File: src/rtl/ew_pkg.sv
package ew_pkg;

    typedef enum logic [1:0] {
        STS_NONE    = 2'b00,
        STS_DONE    = 2'b01,
        STS_INVALID = 2'b10,
        STS_FAIL    = 2'b11
    } ew_status_e;

    typedef enum logic [2:0] {
        S_IDLE,
        S_CHECK,
        S_ISSUE,
        S_WAIT,
        S_REPORT
    } ew_state_e;

endpackage

File: src/rtl/ew_region_lookup.sv
module ew_region_lookup #(
    parameter int EW = 33,
    parameter int R0_SH = 14,
    parameter int R1_SH = 17,
    parameter logic [EW-1:0] R1_BASE = EW'(131072)
) (
    input  logic [EW-1:0] addr,
    output logic          in_r1,
    output logic          aligned
);

    always_comb begin
        in_r1 = (addr >= R1_BASE);
        if (in_r1) aligned = (addr[R1_SH-1:0] == '0);
        else       aligned = (addr[R0_SH-1:0] == '0);
    end

endmodule

File: src/rtl/ew_req_check.sv
module ew_req_check #(
    parameter int AW = 32,
    parameter int EW = AW + 1,
    parameter int R0_SH = 14,
    parameter int R1_SH = 17,
    parameter logic [EW-1:0] R1_BASE = EW'(131072),
    parameter logic [EW-1:0] CAPACITY = EW'(4194304)
) (
    input  logic          clk,
    input  logic          rst_n,
    input  logic [AW-1:0] start,
    input  logic [AW-1:0] len,
    output logic          zero,
    output logic          legal,
    output logic [EW-1:0] end_addr
);

    logic [EW-1:0] probe [2];
    logic [1:0]    in_r1;
    logic [1:0]    aligned;

    assign end_addr = {1'b0, start} + {1'b0, len};
    assign probe[0] = {1'b0, start};
    assign probe[1] = end_addr;

    for (genvar g = 0; g < 2; g++) begin : g_probe
        ew_region_lookup #(
            .EW(EW), .R0_SH(R0_SH), .R1_SH(R1_SH), .R1_BASE(R1_BASE)
        ) u_lookup (
            .addr   (probe[g]),
            .in_r1  (in_r1[g]),
            .aligned(aligned[g])
        );
    end

    assign zero  = (len == '0);
    assign legal = (end_addr <= CAPACITY) && aligned[0] && aligned[1];

    // a legal nonzero range never ends in a lower region than it starts
    assert_end_region_order_R4: assert property (@(posedge clk) disable iff (!rst_n)
        (legal && !zero) |-> (in_r1[1] || !in_r1[0]));

endmodule

File: src/rtl/erase_walker.sv
module erase_walker
    import ew_pkg::*;
#(
    parameter int AW = 32,
    parameter int R0_SH = 14,
    parameter int R0_BLOCKS = 8,
    parameter int R1_SH = 17,
    parameter int R1_BLOCKS = 31
) (
    input  logic          clk,
    input  logic          rst_n,
    input  logic          req_valid,
    output logic          req_ready,
    input  logic [AW-1:0] req_start,
    input  logic [AW-1:0] req_len,
    output logic          busy,
    output logic          cmd_valid,
    input  logic          cmd_ready,
    output logic [AW-1:0] cmd_addr,
    input  logic          blk_done,
    input  logic          blk_fail,
    output logic          sts_valid,
    output logic [1:0]    sts_code
);

    localparam int EW = AW + 1;
    localparam logic [EW-1:0] R0_STEP  = EW'(1) << R0_SH;
    localparam logic [EW-1:0] R1_STEP  = EW'(1) << R1_SH;
    localparam logic [EW-1:0] R1_BASE  = EW'(R0_BLOCKS) << R0_SH;
    localparam logic [EW-1:0] CAPACITY = R1_BASE + (EW'(R1_BLOCKS) << R1_SH);

    ew_state_e     state;
    ew_status_e    sts_q;
    logic [AW-1:0] start_q;
    logic [AW-1:0] len_q;
    logic [EW-1:0] cur_addr;
    logic [EW-1:0] end_q;
    logic [EW-1:0] next_addr;
    logic          chk_zero;
    logic          chk_legal;
    logic [EW-1:0] chk_end;
    logic          cur_in_r1;
    logic          cur_aligned;

    ew_req_check #(
        .AW(AW), .EW(EW), .R0_SH(R0_SH), .R1_SH(R1_SH),
        .R1_BASE(R1_BASE), .CAPACITY(CAPACITY)
    ) u_check (
        .clk     (clk),
        .rst_n   (rst_n),
        .start   (start_q),
        .len     (len_q),
        .zero    (chk_zero),
        .legal   (chk_legal),
        .end_addr(chk_end)
    );

    ew_region_lookup #(
        .EW(EW), .R0_SH(R0_SH), .R1_SH(R1_SH), .R1_BASE(R1_BASE)
    ) u_cur_lookup (
        .addr   (cur_addr),
        .in_r1  (cur_in_r1),
        .aligned(cur_aligned)
    );

    assign next_addr = cur_addr + (cur_in_r1 ? R1_STEP : R0_STEP);

    // State register and walk datapath
    always_ff @(posedge clk) begin
        if (!rst_n) begin
            state    <= S_IDLE;
            sts_q    <= STS_NONE;
            start_q  <= '0;
            len_q    <= '0;
            cur_addr <= '0;
            end_q    <= '0;
        end else begin
            unique case (state)
                S_IDLE: begin
                    if (req_valid) begin
                        start_q <= req_start;
                        len_q   <= req_len;
                        state   <= S_CHECK;
                    end
                end
                S_CHECK: begin
                    if (chk_zero) begin
                        sts_q <= STS_DONE;
                        state <= S_REPORT;
                    end else if (!chk_legal) begin
                        sts_q <= STS_INVALID;
                        state <= S_REPORT;
                    end else begin
                        cur_addr <= {1'b0, start_q};
                        end_q    <= chk_end;
                        state    <= S_ISSUE;
                    end
                end
                S_ISSUE: begin
                    if (cmd_ready) state <= S_WAIT;
                end
                S_WAIT: begin
                    if (blk_fail) begin
                        sts_q <= STS_FAIL;
                        state <= S_REPORT;
                    end else if (blk_done) begin
                        if (next_addr == end_q) begin
                            sts_q <= STS_DONE;
                            state <= S_REPORT;
                        end else begin
                            cur_addr <= next_addr;
                            state    <= S_ISSUE;
                        end
                    end
                end
                S_REPORT: begin
                    state <= S_IDLE;
                end
                default: state <= S_IDLE;
            endcase
        end
    end

    // Outputs
    always_comb begin
        req_ready = 1'b0;
        busy      = 1'b1;
        cmd_valid = 1'b0;
        cmd_addr  = cur_addr[AW-1:0];
        sts_valid = 1'b0;
        sts_code  = STS_NONE;
        unique case (state)
            S_IDLE: begin
                req_ready = 1'b1;
                busy      = 1'b0;
            end
            S_CHECK: ;
            S_ISSUE:  cmd_valid = 1'b1;
            S_WAIT: ;
            S_REPORT: begin
                sts_valid = 1'b1;
                sts_code  = sts_q;
            end
            default: ;
        endcase
    end

    // Tracker of the last accepted command, for the ordering assertion
    logic          have_last;
    logic [AW-1:0] last_cmd;

    always_ff @(posedge clk) begin
        if (!rst_n) begin
            have_last <= 1'b0;
            last_cmd  <= '0;
        end else if (state == S_IDLE) begin
            have_last <= 1'b0;
        end else if (cmd_valid && cmd_ready) begin
            have_last <= 1'b1;
            last_cmd  <= cmd_addr;
        end
    end

    assert_cmd_in_range_R1: assert property (@(posedge clk) disable iff (!rst_n)
        cmd_valid |-> ({1'b0, cmd_addr} < CAPACITY));

    assert_cmd_block_base_R1: assert property (@(posedge clk) disable iff (!rst_n)
        cmd_valid |-> (({1'b0, cmd_addr} < R1_BASE) ? (cmd_addr[R0_SH-1:0] == '0)
                                                    : (cmd_addr[R1_SH-1:0] == '0)));

    assert_walk_aligned_R3: assert property (@(posedge clk) disable iff (!rst_n)
        (state == S_ISSUE) |-> cur_aligned);

    assert_cmd_hold_R5: assert property (@(posedge clk) disable iff (!rst_n)
        (cmd_valid && !cmd_ready) |=> (cmd_valid && $stable(cmd_addr)));

    assert_ascending_R6: assert property (@(posedge clk) disable iff (!rst_n)
        (cmd_valid && have_last) |-> (cmd_addr > last_cmd));

    assert_fail_status_R8: assert property (@(posedge clk) disable iff (!rst_n)
        ((state == S_WAIT) && blk_fail) |=> (sts_valid && sts_code == STS_FAIL));

    assert_busy_not_ready_R9: assert property (@(posedge clk) disable iff (!rst_n)
        busy |-> !req_ready);

    assert_sts_pulse_R10: assert property (@(posedge clk) disable iff (!rst_n)
        sts_valid |=> !sts_valid);

endmodule

File: config.mk
export PLATFORM = sky130hd
export DESIGN_NAME = erase_walker
export DESIGN_NICKNAME = d
export VERILOG_FILES = /design/src/rtl/ew_pkg.sv /design/src/rtl/ew_region_lookup.sv /design/src/rtl/ew_req_check.sv /design/src/rtl/erase_walker.sv
export SDC_FILE = /design/constraint.sdc
export NUM_CORES = 1
export LEC_CHECK = 0
export BUFFER_PORTS_ARGS = -buffer_cell sky130_fd_sc_hd__buf_4
export CORE_MARGIN = 2
export CORE_UTILIZATION = 59
export DETAILED_ROUTE_END_ITERATION = 7
export PLACE_DENSITY = 0.9
export SKIP_LAST_GASP = 1
export SLEW_MARGIN = 20
export SYNTH_ARGS = -nofsm -noshare
export SYNTH_HDL_FRONTEND = slang
export SYNTH_SLANG_ARGS = --single-unit
File: constraint.sdc
create_clock -name clk -period 5.3 [get_ports clk]
set_input_delay 0.265 -clock clk [delete_from_list [all_inputs] [get_ports clk]]
set_output_delay 0.265 -clock clk [all_outputs]
set_load 0.01 [all_outputs]
==> Implementation_results.wiki, run 1 <==
{| class="wikitable"
! Metric !! Value
|-
| CTS buffer count || 17
|-
| Core region area || 13930 µm²
|-
| Mapped Cells || roughly 1100
|-
| Initial cell density of the core || 60.45%
|-
| Wire length of the first global-routing pass || 38600 µm
|-
| Share of post-route cells with drive strength above 1 || 14.21%
|-
| Overall power after layout || 2.700 mW
|-
| Post-synth top area cell || sky130_fd_sc_hd__dfxtp_1
|-
| Vias in the first global route || ~7700
|-
| Fill cell count || 1088
|-
| Final cycle utilization of the critical path || 91.38%
|-
| Internal power summed over all cells || 1.930 mW
|-
| Transition time at the pin with the least slew margin || between 0.7 and 0.8 ns
|-
| Synth-to-Final Area Change || 14.44%
|-
| Switching Power || 0.7697 mW
|-
| Remaining global-route overflow || 0
|-
| Netlist cell types || between 60 and 70
|-
| Antenna violations before repair || 0
|-
| Horizontal extent of the die || between 100 and 150 µm
|-
| Largest net degree at the start of global routing || 87
|-
| Met1 Resource Use GR || between 40% and 50%
|-
| CTS-repair resized insts || 0
|-
| Number of port buffers || 107
|-
| Floorplan die height || 123.5 µm
|-
| Fraction of synthesis flops using an asynchronous set or reset pin || 0%
|-
| Final TNS setup || 0 ns
|-
| Total Routed Length || ~24000 µm
|-
| Kind of start point of the critical path || flop
|-
| Post-synth top flop || sky130_fd_sc_hd__dfxtp_1
|-
| Net count of the finished layout || 1226
|-
| GR met2 Demand/Resource || 48.18%
|-
| Number of enable-type register cells in the synthesized netlist || 0
|-
| Result of the run || finished clean
|-
| CP Max Fanout || 14
|-
| Clock latency on the worst-skew pair || approximately 0.43 ns
|-
| Synthesized area divided by synthesized cell count || 7.785 µm²
|-
| Setup repair after global routing missed its margin || no
|-
| Maximum achievable frequency || a little over 200 MHz
|-
| Slew HR || approximately half
|-
| Filler-free cell count of the finished design || 1313
|-
| Required time at the worst-slack endpoint || between 5 and 6 ns
|-
| Min-Delay Path Class || input port to flop
|-
| Register clock-pin slew on the reported worst setup and hold paths || 0.06 ns
|-
| Placer Congestion || 0.9564
|-
| Fraction of synthesized cell area taken by the top area cell type || 32.09%
|-
| Count of final max-slew check failures || 0
|-
| Net switching fraction of the power || 28.51%
|-
| Post-synthesis sequential area ratio || 32.09%
|-
| Part of the power in registers || roughly two fifths
|-
| Most crowded layer after global routing || met2
|-
| Part of the total power dissipated in the clock network || 45.7%
|-
| Synth Net Count || 1188
|-
| Number of remaining DRC errors || 0
|-
| Netlist area before placement || 8423 µm²
|-
| Cts-stage hold buffer count || 0
|-
| Most frequent cells after synthesis || 238 x sky130_fd_sc_hd__nand2_1, 135 x sky130_fd_sc_hd__dfxtp_1, 69 x sky130_fd_sc_hd__a21boi_0
|-
| Average wire per standard cell || ~18 µm
|-
| Number of instances in the placed design || around 1300
|-
| Number of core rows || 43
|-
| CTS root buffer || sky130_fd_sc_hd__clkbuf_16
|-
| Detail Placement HPWL || approximately 17000 µm
|-
| Final setup violation count || 0
|-
| Register bit count reported by yosys || 135
|-
| Fin crit period || 4.843 ns
|-
| Maximum buffer depth of the clock tree || 2
|-
| Worst Path Class, Setup || flop to flop
|-
| Cell types occupying the most area after synthesis || sky130_fd_sc_hd__dfxtp_1 32%, sky130_fd_sc_hd__nand2_1 11%, sky130_fd_sc_hd__a21boi_0 6.1%
|-
| Total of warnings raised by yosys || 0
|-
| Diode count || 0
|-
| Post-CTS setup repair buffer count || 0
|-
| Total via count after detailed routing || around 8200
|-
| Combinational share of power || 13.8%
|-
| Total die area || 15250 µm²
|-
| Top-level port count || 108
|-
| DR iter-0 viols || 957
|-
| Global routing met3 resource utilization || 8.579%
|-
| Number of sinks handled by clock tree synthesis || roughly 140
|-
| Crit path arrival time || 5.16 ns
|-
| Remaining antenna violation count after routing || 0
|-
| Via-per-instance ratio || ~6.3
|-
| Most frequent cell after synthesis || sky130_fd_sc_hd__nand2_1
|-
| Global Route Usage Sum || 32.39%
|-
| Leakage component of the power || 4.058 nW
|-
| Clk_skew || 0.006793 ns
|-
| 1st-pass router iterations || 5
|-
| Worst Setup End Kind || flop
|-
| Number of max-cap violations || 0
|-
| Final number of hold-violating endpoints || 0
|-
| Register-to-register setup slack || 0.46 ns
|-
| Clock tree from TritonCTS || built
|-
| Max H-tree Level || 4
|-
| Power per standard cell area || 280.1 nW/µm²
|-
| Maximum vdd ir drop || ~0.00021 V
|}
## routing by layer
metal	up-vias	routed length [µm]
met3	81	2206
li1	3927	-
met2	400	10420
met4	0	876
met1	3821	10500
met5	-	0
## sequential cells by signal (all words and copies together) (netlist names)
signal and flops:
cur_addr 33, end_q 33, len_q 32, start_q 32
state 3, sts_q 2
## kinds of logic (layout without fill, tap and decap cells)
kind of cell	Yosys count	after routing	synth area share, %
AOI/OAI and AO/OA	280	280	22.45
xor gates and xnor gates	59	59	6.135
adders and majority gates	36	36	5.437
buffers and inverters	102	153	6.046
DFF	135	135	32.09
muxes	12	12	1.456
and+or+nand+nor	458	458	26.40
## final timing paths
check / from / endpoint / cells after the start
max: cur_addr[28] / cur_addr[19] / 16
min reg2reg: len_q[2] / len_q[2] / 2
max reg2reg: cur_addr[28] / cur_addr[19] / 16
min: req_start[13] / start_q[13] / 3
## cell type report
type	instances	area (µm²)	area share (%)
Inverter	9	33.78	0.3505
Sequential cell	135	2703	28.04
Timing Repair Buffer	112	840.8	8.723
Clock inverter	14	176.4	1.830
Multi-Input combinational cell	845	5221	54.17
Clock buffer	18	439.2	4.556
Tap cell	180	225.2	2.336
## cell usage in the layout (no fill, tap or decap), types with 10 or more instances in the layout
cell type / Yosys / layout
sky130_fd_sc_hd__o21ai_0: 37 / 37
sky130_fd_sc_hd__nor3_1: 17 / 17
sky130_fd_sc_hd__buf_4: 32 / 112
sky130_fd_sc_hd__clkbuf_16: 0 / 17
sky130_fd_sc_hd__xor2_1: 27 / 27
sky130_fd_sc_hd__a21boi_0: 69 / 69
sky130_fd_sc_hd__and2_1: 14 / 13
sky130_fd_sc_hd__o22ai_1: 18 / 18
sky130_fd_sc_hd__o211ai_1: 13 / 13
sky130_fd_sc_hd__nor2b_1: 10 / 10
sky130_fd_sc_hd__nand4_1: 19 / 19
sky130_fd_sc_hd__ha_1: 35 / 35
sky130_fd_sc_hd__and3_1: 40 / 40
sky130_fd_sc_hd__nor4_1: 29 / 29
sky130_fd_sc_hd__nand2_1: 238 / 237
sky130_fd_sc_hd__mux2i_1: 10 / 10
sky130_fd_sc_hd__nor2_1: 28 / 28
sky130_fd_sc_hd__o31ai_1: 16 / 16
sky130_fd_sc_hd__xnor2_1: 32 / 32
sky130_fd_sc_hd__a21oi_1: 64 / 64
sky130_fd_sc_hd__dfxtp_1: 135 / 135
sky130_fd_sc_hd__a21o_1: 13 / 13
sky130_fd_sc_hd__nand3_1: 20 / 20
## power groups by stage
stage          clock network (mW)  registers [mW]  logic (mW)
3_5_place_dp                    0            1.11       0.359
3_3_place_gp                    0            1.11       0.353
4_1_cts                      1.24            1.09       0.365
5_1_grt                      1.30            1.09       0.410
2_1_floorplan                   0            1.09       0.251
6_report                     1.23            1.09       0.372
## worst max-delay path, cell delays in order (launching register included)
cell                       delay [ns]
sky130_fd_sc_hd__dfxtp_1         0.38
sky130_fd_sc_hd__nor4_1          0.63
sky130_fd_sc_hd__nand4_1         0.27
sky130_fd_sc_hd__inv_1           0.11
sky130_fd_sc_hd__ha_1            0.19
sky130_fd_sc_hd__ha_1            0.24
sky130_fd_sc_hd__a31oi_1         0.22
sky130_fd_sc_hd__nor2b_1         0.63
sky130_fd_sc_hd__nand3_1         0.22
sky130_fd_sc_hd__or2_2           0.36
sky130_fd_sc_hd__xnor2_1         0.18
sky130_fd_sc_hd__nand4_1         0.13
sky130_fd_sc_hd__nand3_1         0.13
sky130_fd_sc_hd__a21boi_2        0.54
sky130_fd_sc_hd__buf_4           0.31
sky130_fd_sc_hd__or2_0           0.13
sky130_fd_sc_hd__a21boi_1        0.06
## per-stage QoR
stage / utilization (%) / cell area [µm²] / worst slack [ns] / hold WS [ns]
floorplan: - / 8423 / 1.484 / 0.4099
global placement: 64.71 / 9017 / 0.8612 / 0.4707
finish: 69.17 / 9639 / 0.4571 / 0.09539
global route: 69.17 / 9639 / 0.1917 / 0.09834
detailed placement: 64.71 / 9017 / 0.7892 / 0.4652
CTS: 69.13 / 9633 / 0.6555 / 0.09003
Power figures use the tool's default switching activity.
==> run 2: changes to the inputs <==
REMOVE_ABC_BUFFERS = 1   (was default)
==> Implementation_results.wiki, run 2 (synthesis gave the netlist of run 1 again) <==
{| class="wikitable"
! Metric !! Value
|-
| Via-per-instance ratio || 6.156 (-1.8%)
|-
| Cts-stage hold buffer count || 0 (unchanged)
|-
| Average wire per standard cell || 17.00 µm (-7.0%)
|-
| Critical path buffer and inverter count || 1 (-1)
|-
| Hold_ws || 0.09046 ns (-0.004928 ns)
|-
| DR iter-0 viols || 788 (-18%)
|-
| CP Max Fanout || 28 (+14)
|-
| Largest net degree at the start of global routing || 116 (+33%)
|-
| Core region area || 13930 µm² (unchanged)
|-
| Hold EP || len_q[8]
|-
| Number of remaining DRC errors || 0 (unchanged)
|-
| Top-level port count || 108 (unchanged)
|-
| Number of cells on the worst hold path || 3 (unchanged)
|-
| Final number of hold-violating endpoints || 0 (unchanged)
|-
| Total Routed Length || 22290 µm (-7.2%)
|-
| Initial cell density of the core || 60.45% (unchanged)
|-
| Clock latency on the worst-skew pair || 0.43 ns (about the same)
|-
| Maximum vdd ir drop || 0.0002307 V (+8.0%)
|-
| Reg-to-Reg End || cur_addr[9]
|-
| Power per standard cell area || 271.6 nW/µm² (-3.0%)
|-
| Leakage component of the power || 4.032 nW (-0.63%)
|-
| Stages on the worst setup path || 13 (-3)
|-
| Fin crit period || 4.544 ns (-0.2988 ns)
|-
| CTS buffer count || 17 (unchanged)
|-
| 1st-pass router iterations || 6 (+1)
|-
| Register clock-pin slew on the reported worst setup and hold paths || 0.06 ns (about the same)
|-
| Floorplan die height || 123.5 µm (unchanged)
|-
| Required time at the worst-slack endpoint || 5.62 ns (about the same)
|-
| Kind of start point of the critical path || flop
|-
| Post-CTS setup repair buffer count || 0 (unchanged)
|-
| RR Startpoint || start_q[0]
|-
| Horizontal extent of the die || 123.5 µm (unchanged)
|-
| Antenna violations before repair || 0 (unchanged)
|-
| Transition time at the pin with the least slew margin || 0.9265 ns (+0.1598 ns)
|-
| Chain of cells forming the critical path || ha_1, fa_1, a21o_1, a221oi_4, nor4_2, or3_1, a2111oi_2, nand4_1, nor4b_1, and4_1, nand3b_2, buf_4, and3_1
|-
| Min-Delay Path Class || input port to flop
|-
| Total via count after detailed routing || 8071 (-1.9%)
|-
| Placer Congestion || 1.010 (+5.6%)
|-
| Remaining global-route overflow || 0 (unchanged)
|-
| Total die area || 15250 µm² (unchanged)
|-
| Cell class contributing the biggest share of worst-path delay || simple AND/OR/NAND/NOR gates
|-
| Synth-to-Final Area Change || 13.80%
|-
| CTS-repair resized insts || 0 (unchanged)
|-
| Combinational share of power || 14.1% (+0.3 points)
|-
| Clk_skew || 0.01263 ns (+0.005833 ns)
|-
| Vias in the first global route || 7382 (-3.9%)
|-
| Library cell contributing the largest single delay on the critical path || sky130_fd_sc_hd__nand3b_2
|-
| Result of the run || finished clean
|-
| CTS root buffer || sky130_fd_sc_hd__clkbuf_16
|-
| Maximum buffer depth of the clock tree || 2 (unchanged)
|-
| Number of max-cap violations || 0 (unchanged)
|-
| Number of sinks handled by clock tree synthesis || 135 (unchanged)
|-
| Switching Power || 0.7506 mW (-2.5%)
|-
| Top library cells by usage in the layout, fill and taps aside || 236 x sky130_fd_sc_hd__nand2_1, 135 x sky130_fd_sc_hd__dfxtp_1, 110 x sky130_fd_sc_hd__buf_4
|-
| Wire length of the first global-routing pass || 36040 µm (-6.6%)
|-
| Biggest registers after layout || cur_addr x33, end_q x33
|-
| Maximum achievable frequency || 220.1 MHz (+6.6%)
|-
| Global Route Usage Sum || 29.96% (-2.4 points)
|-
| Number of port buffers || 107 (unchanged)
|-
| Final cycle utilization of the critical path || 85.74% (-5.6 points)
|-
| Startpoint of the tightest hold check path || req_len[8]
|-
| Internal power summed over all cells || 1.853 mW (-4.0%)
|-
| Crit path arrival time || 4.87 ns (-0.29 ns)
|-
| Max H-tree Level || 4 (unchanged)
|-
| Diode count || 0 (unchanged)
|-
| Count of final max-slew check failures || 0 (unchanged)
|-
| Slowest cell delay on critical path || 0.49 ns (-0.14 ns)
|-
| Final setup violation count || 0 (unchanged)
|-
| Commonest non-fill, non-tap cell in the layout || sky130_fd_sc_hd__nand2_1
|-
| Register-to-register setup slack || 0.76 ns (+0.30 ns)
|-
| Remaining antenna violation count after routing || 0 (unchanged)
|-
| Part of the total power dissipated in the clock network || 44.1% (-1.6 points)
|-
| Number of instances in the placed design || 1279 (-0.16%)
|-
| Slew HR || 38.23% (-11 points)
|-
| Number of cells on the worst reg-to-reg path || 13 (-3)
|-
| Share of post-route cells with drive strength above 1 || 14.15% (-0.063 points)
|-
| Net switching fraction of the power || 28.84% (+0.33 points)
|-
| Detail Placement HPWL || 15800 µm (-9.5%)
|-
| Final TNS setup || 0 ns (unchanged)
|-
| Setup repair after global routing missed its margin || no
|-
| Worst Path Class, Setup || flop to flop
|-
| Part of the power in registers || 41.7% (+1.2 points)
|-
| Filler-free cell count of the finished design || 1311 (-0.15%)
|-
| Clock tree from TritonCTS || built
|-
| Number of core rows || 43 (unchanged)
|-
| Worst Setup End Kind || flop
|-
| Net count of the finished layout || 1224 (-0.16%)
|}
-- run 2: power groups by stage --
| stage | sequential [mW] | clock, mW | combinational [mW] |
|---|---|---|---|
| CTS | 1.09 | 1.16 | 0.363 |
| global placement | 1.11 | 0 | 0.355 |
| global route | 1.09 | 1.21 | 0.410 |
| floorplan | 1.09 | 0 | 0.236 |
| detailed placement | 1.11 | 0 | 0.360 |
| finish | 1.09 | 1.15 | 0.368 |
-- run 2: how the worst max path moves through the flow --
| stage | to | start | slack, ns |
|---|---|---|---|
| after global routing | end_q[5] | start_q[0] | 0.59 |
| after global placement | cur_addr[8] | start_q[0] | 1.01 |
| after CTS | cur_addr[9] | start_q[0] | 0.78 |
| after detailed placement | end_q[12] | start_q[0] | 0.81 |
| after floorplan | end_q[17] | start_q[0] | 1.28 |
| final | cur_addr[9] | start_q[0] | 0.76 |
-- run 2: per-stage QoR --
| stage | setup WS [ns] | area, µm² | util (%) | power (mW) |
|---|---|---|---|---|
| 3_5_place_dp | 0.8081 | 9007 | 64.64 | 1.468 |
| 3_3_place_gp | 1.010 | 9002 | 64.60 | 1.461 |
| 6_report | 0.7559 | 9585 | 68.79 | 2.603 |
| 4_1_cts | 0.7793 | 9582 | 68.76 | 2.607 |
| 2_1_floorplan | 1.279 | 7948 | - | 1.329 |
| 5_1_grt | 0.5885 | 9585 | 68.79 | 2.708 |
-- run 2: tightest hold or removal path, stage by stage --
cell	delay, ns
sky130_fd_sc_hd__buf_4	0.11
sky130_fd_sc_hd__nand2_1	0.04
sky130_fd_sc_hd__a21boi_0	0.06
-- run 2: final cells by class --
type,count,area [µm²]
Timing Repair Buffer,110,825.8
Fill cell,1173,4349
Tap cell,180,225.2
Sequential cell,135,2703
Inverter,9,33.78
Clock buffer,20,466.7
Multi-Input combinational cell,845,5224
Clock inverter,12,107.6
-- run 2: metal layers --
layer,vias to the layer above,routed length [µm],track usage [%]
met1,3773,10100,41.90
met2,328,10060,46.50
li1,3926,-,-
met5,-,0,0
met3,44,1697,5.535
met4,0,430,9.872
==> run 3: changes to the inputs <==
--- a/config.mk
+++ b/config.mk
@@ -7,4 +7,5 @@
 export LEC_CHECK = 0
 export BUFFER_PORTS_ARGS = -buffer_cell sky130_fd_sc_hd__buf_4
+export CORE_ASPECT_RATIO = 0.8
 export CORE_MARGIN = 2
 export CORE_UTILIZATION = 59
==> constraint.sdc (replaced) <==
create_clock -name clk -period 5.3 [get_ports clk]
set_input_delay 0.265 -clock clk [delete_from_list [all_inputs] [get_ports clk]]
set_output_delay 0.265 -clock clk [all_outputs]
set_load 0.005 [all_outputs]
==> Implementation_results.wiki, run 3 (synthesis gave the netlist of run 1 again) <==
{| class="wikitable"
! Metric !! Value
|-
| Slew HR || 46.66% (+8.4 points)
|-
| Worst Path Class, Setup || flop to flop
|-
| RR Startpoint || start_q[0]
|-
| Number of cells on the worst hold path || 3 (unchanged)
|-
| Vias in the first global route || 7535 (+2.1%)
|-
| Maximum buffer depth of the clock tree || 2 (unchanged)
|-
| Placer Congestion || 1.010 (unchanged)
|-
| Required time at the worst-slack endpoint || 5.63 ns (about the same)
|-
| Total die area || 15250 µm² (about the same)
|-
| Fin crit period || 4.568 ns (+0.02434 ns)
|-
| Cts-stage hold buffer count || 0 (unchanged)
|-
| Antenna violations before repair || 0 (unchanged)
|-
| Final TNS setup || 0 ns (unchanged)
|-
| Worst slack, placed || 0.8552 ns (+0.04710 ns)
|-
| Initial cell density of the core || 59.73% (-0.72 points)
|-
| Post-CTS setup repair buffer count || 0 (unchanged)
|-
| Fill cell count || 1149 (-2.0%)
|-
| Share of post-route cells with drive strength above 1 || 14.21% (+0.063 points)
|-
| Detail Placement HPWL || 16110 µm (+1.9%)
|-
| Diode count || 0 (unchanged)
|-
| Maximum vdd ir drop || 0.0002496 V (+8.2%)
|-
| Remaining global-route overflow || 0 (unchanged)
|-
| Register-to-register setup slack || 0.73 ns (-0.02 ns)
|-
| Worst Setup End Kind || flop
|-
| Final number of hold-violating endpoints || 0 (unchanged)
|-
| Top library cells by usage in the layout, fill and taps aside || 237 x sky130_fd_sc_hd__nand2_1, 135 x sky130_fd_sc_hd__dfxtp_1, 112 x sky130_fd_sc_hd__buf_4
|-
| Maximum achievable frequency || 218.9 MHz (-0.53%)
|-
| Biggest registers after layout || cur_addr x33, end_q x33
|-
| Transition time at the pin with the least slew margin || 0.8001 ns (-0.1264 ns)
|-
| Number of port buffers || 107 (unchanged)
|-
| Total via count after detailed routing || 8112 (+0.51%)
|-
| Number of cells on the worst reg-to-reg path || 13 (unchanged)
|-
| Hold EP || len_q[10]
|-
| DR iter-0 viols || 960 (+22%)
|-
| CTS buffer count || 17 (unchanged)
|-
| Crit path arrival time || 4.90 ns (+0.03 ns)
|-
| Leakage component of the power || 4.044 nW (+0.29%)
|-
| CTS root buffer || sky130_fd_sc_hd__clkbuf_16
|-
| Filler-free cell count of the finished design || 1317 (+0.46%)
|-
| Via-per-instance ratio || 6.159 (about the same)
|-
| Setup repair after global routing missed its margin || no
|-
| Clock tree from TritonCTS || built
|-
| Sequential standard cell area || 2703 µm² (unchanged)
|-
| Average wire per standard cell || 17.23 µm (+1.3%)
|-
| Count of final max-slew check failures || 0 (unchanged)
|-
| CP Max Fanout || 28 (unchanged)
|-
| Core region area || 14100 µm² (+1.2%)
|-
| 1st-pass router iterations || 8 (+2)
|-
| Number of instances in the placed design || 1285 (+0.47%)
|-
| Number of max-cap violations || 0 (unchanged)
|-
| Horizontal extent of the die || 137.6 µm (+11%)
|-
| Max H-tree Level || 4 (unchanged)
|-
| Clock latency on the worst-skew pair || 0.44 ns (about the same)
|-
| Register clock-pin slew on the reported worst setup and hold paths || 0.07 ns (about the same)
|-
| Worst Setup Slack, final || 0.7316 ns (-0.02434 ns)
|-
| Number of core rows || 39 (-9.3%)
|-
| Min-Delay Path Class || input port to flop
|-
| Power per standard cell area || 277.6 nW/µm² (+2.2%)
|-
| Total Routed Length || 22690 µm (+1.8%)
|-
| Commonest non-fill, non-tap cell in the layout || sky130_fd_sc_hd__nand2_1
|-
| Global Route Usage Sum || 30.23% (+0.27 points)
|-
| Result of the run || finished clean
|-
| Largest net degree at the start of global routing || 79 (-32%)
|-
| Number of remaining DRC errors || 0 (unchanged)
|-
| Final cycle utilization of the critical path || 86.20% (+0.46 points)
|-
| Area of combinational cells with multiple inputs || 5216 µm² (-0.14%)
|-
| Kind of start point of the critical path || flop
|-
| Floorplan die height || 110.9 µm (-10%)
|-
| Top-level port count || 108 (unchanged)
|-
| Final setup violation count || 0 (unchanged)
|-
| Reg-to-Reg End || end_q[11]
|-
| Clk_skew || 0.01604 ns (+0.003411 ns)
|-
| Net count of the finished layout || 1226 (+0.16%)
|-
| Startpoint of the tightest hold check path || req_len[10]
|-
| Number of sinks handled by clock tree synthesis || 135 (unchanged)
|-
| Remaining antenna violation count after routing || 0 (unchanged)
|-
| Synth-to-Final Area Change || 14.29%
|-
| Wire length of the first global-routing pass || 36760 µm (+2.0%)
|-
| CTS-repair resized insts || 0 (unchanged)
|}
[run 3: changes by cell type in the layout (fill, tap and decap cells not counted), sizes merged]
cell,before,now
buf,110,112
bufinv,0,1
clkbuf,20,17
clkinv,4,2
clkinvlp,1,2
inv,16,19
[run 3: cell type report]
type | count | share of cell area, %
repair buffers | 112 | 8.734
inverters | 9 | 0.3509
clock inverters | 15 | 1.846
clock buffers | 17 | 4.419
flip-flops and latches | 135 | 28.07
multi-input cells | 845 | 54.19
well taps | 184 | 2.391
[run 3: report_power, final]
group	total [mW]	internal, mW	switching (mW)
clock network	1.21	0.675	0.539
logic	0.373	0.153	0.220
registers	1.09	1.05	0.0369
[run 3: critical path: stages (launching register included)]
cell                        delay (ns)
sky130_fd_sc_hd__dfxtp_1          0.33
sky130_fd_sc_hd__ha_1             0.23
sky130_fd_sc_hd__fa_1             0.43
sky130_fd_sc_hd__a21o_1           0.22
sky130_fd_sc_hd__a221oi_4         0.37
sky130_fd_sc_hd__nor4_2           0.13
sky130_fd_sc_hd__or3_1            0.34
sky130_fd_sc_hd__a2111oi_2        0.35
sky130_fd_sc_hd__nand4_1          0.26
sky130_fd_sc_hd__nor4b_1          0.42
sky130_fd_sc_hd__and4_1           0.29
sky130_fd_sc_hd__nand3b_2         0.44
sky130_fd_sc_hd__buf_4            0.41
sky130_fd_sc_hd__and3_1           0.23
[run 3: worst max path at each step]
stage,from,endpoint
final,start_q[0],end_q[11]
after global routing,cur_addr[28],cur_addr[15]
after CTS,start_q[0],end_q[11]
after detailed placement,start_q[0],end_q[8]
after global placement,start_q[0],cur_addr[12]
after floorplan,start_q[0],end_q[17]
[run 3: through the flow]
| stage | util (%) | power [mW] | hold WS [ns] | area (µm²) |
|---|---|---|---|---|
| after floorplan | - | 1.328 | 0.3819 | 7948 |
| after global placement | 63.98 | 1.462 | 0.4442 | 9022 |
| after detailed placement | 63.98 | 1.469 | 0.4498 | 9022 |
| after CTS | 68.25 | 2.672 | 0.07914 | 9625 |
| after global routing | 68.26 | 2.767 | 0.08173 | 9627 |
| final | 68.26 | 2.673 | 0.08412 | 9627 |
[run 3: metal layers]
metal / global-route usage (%) / routed length [µm] / vias up
li1: - / - / 3937
met1: 43.42 / 10310 / 3716
met2: 44.15 / 9651 / 392
met3: 7.636 / 2166 / 67
met4: 9.828 / 563 / 0
met5: 0 / 0 / -
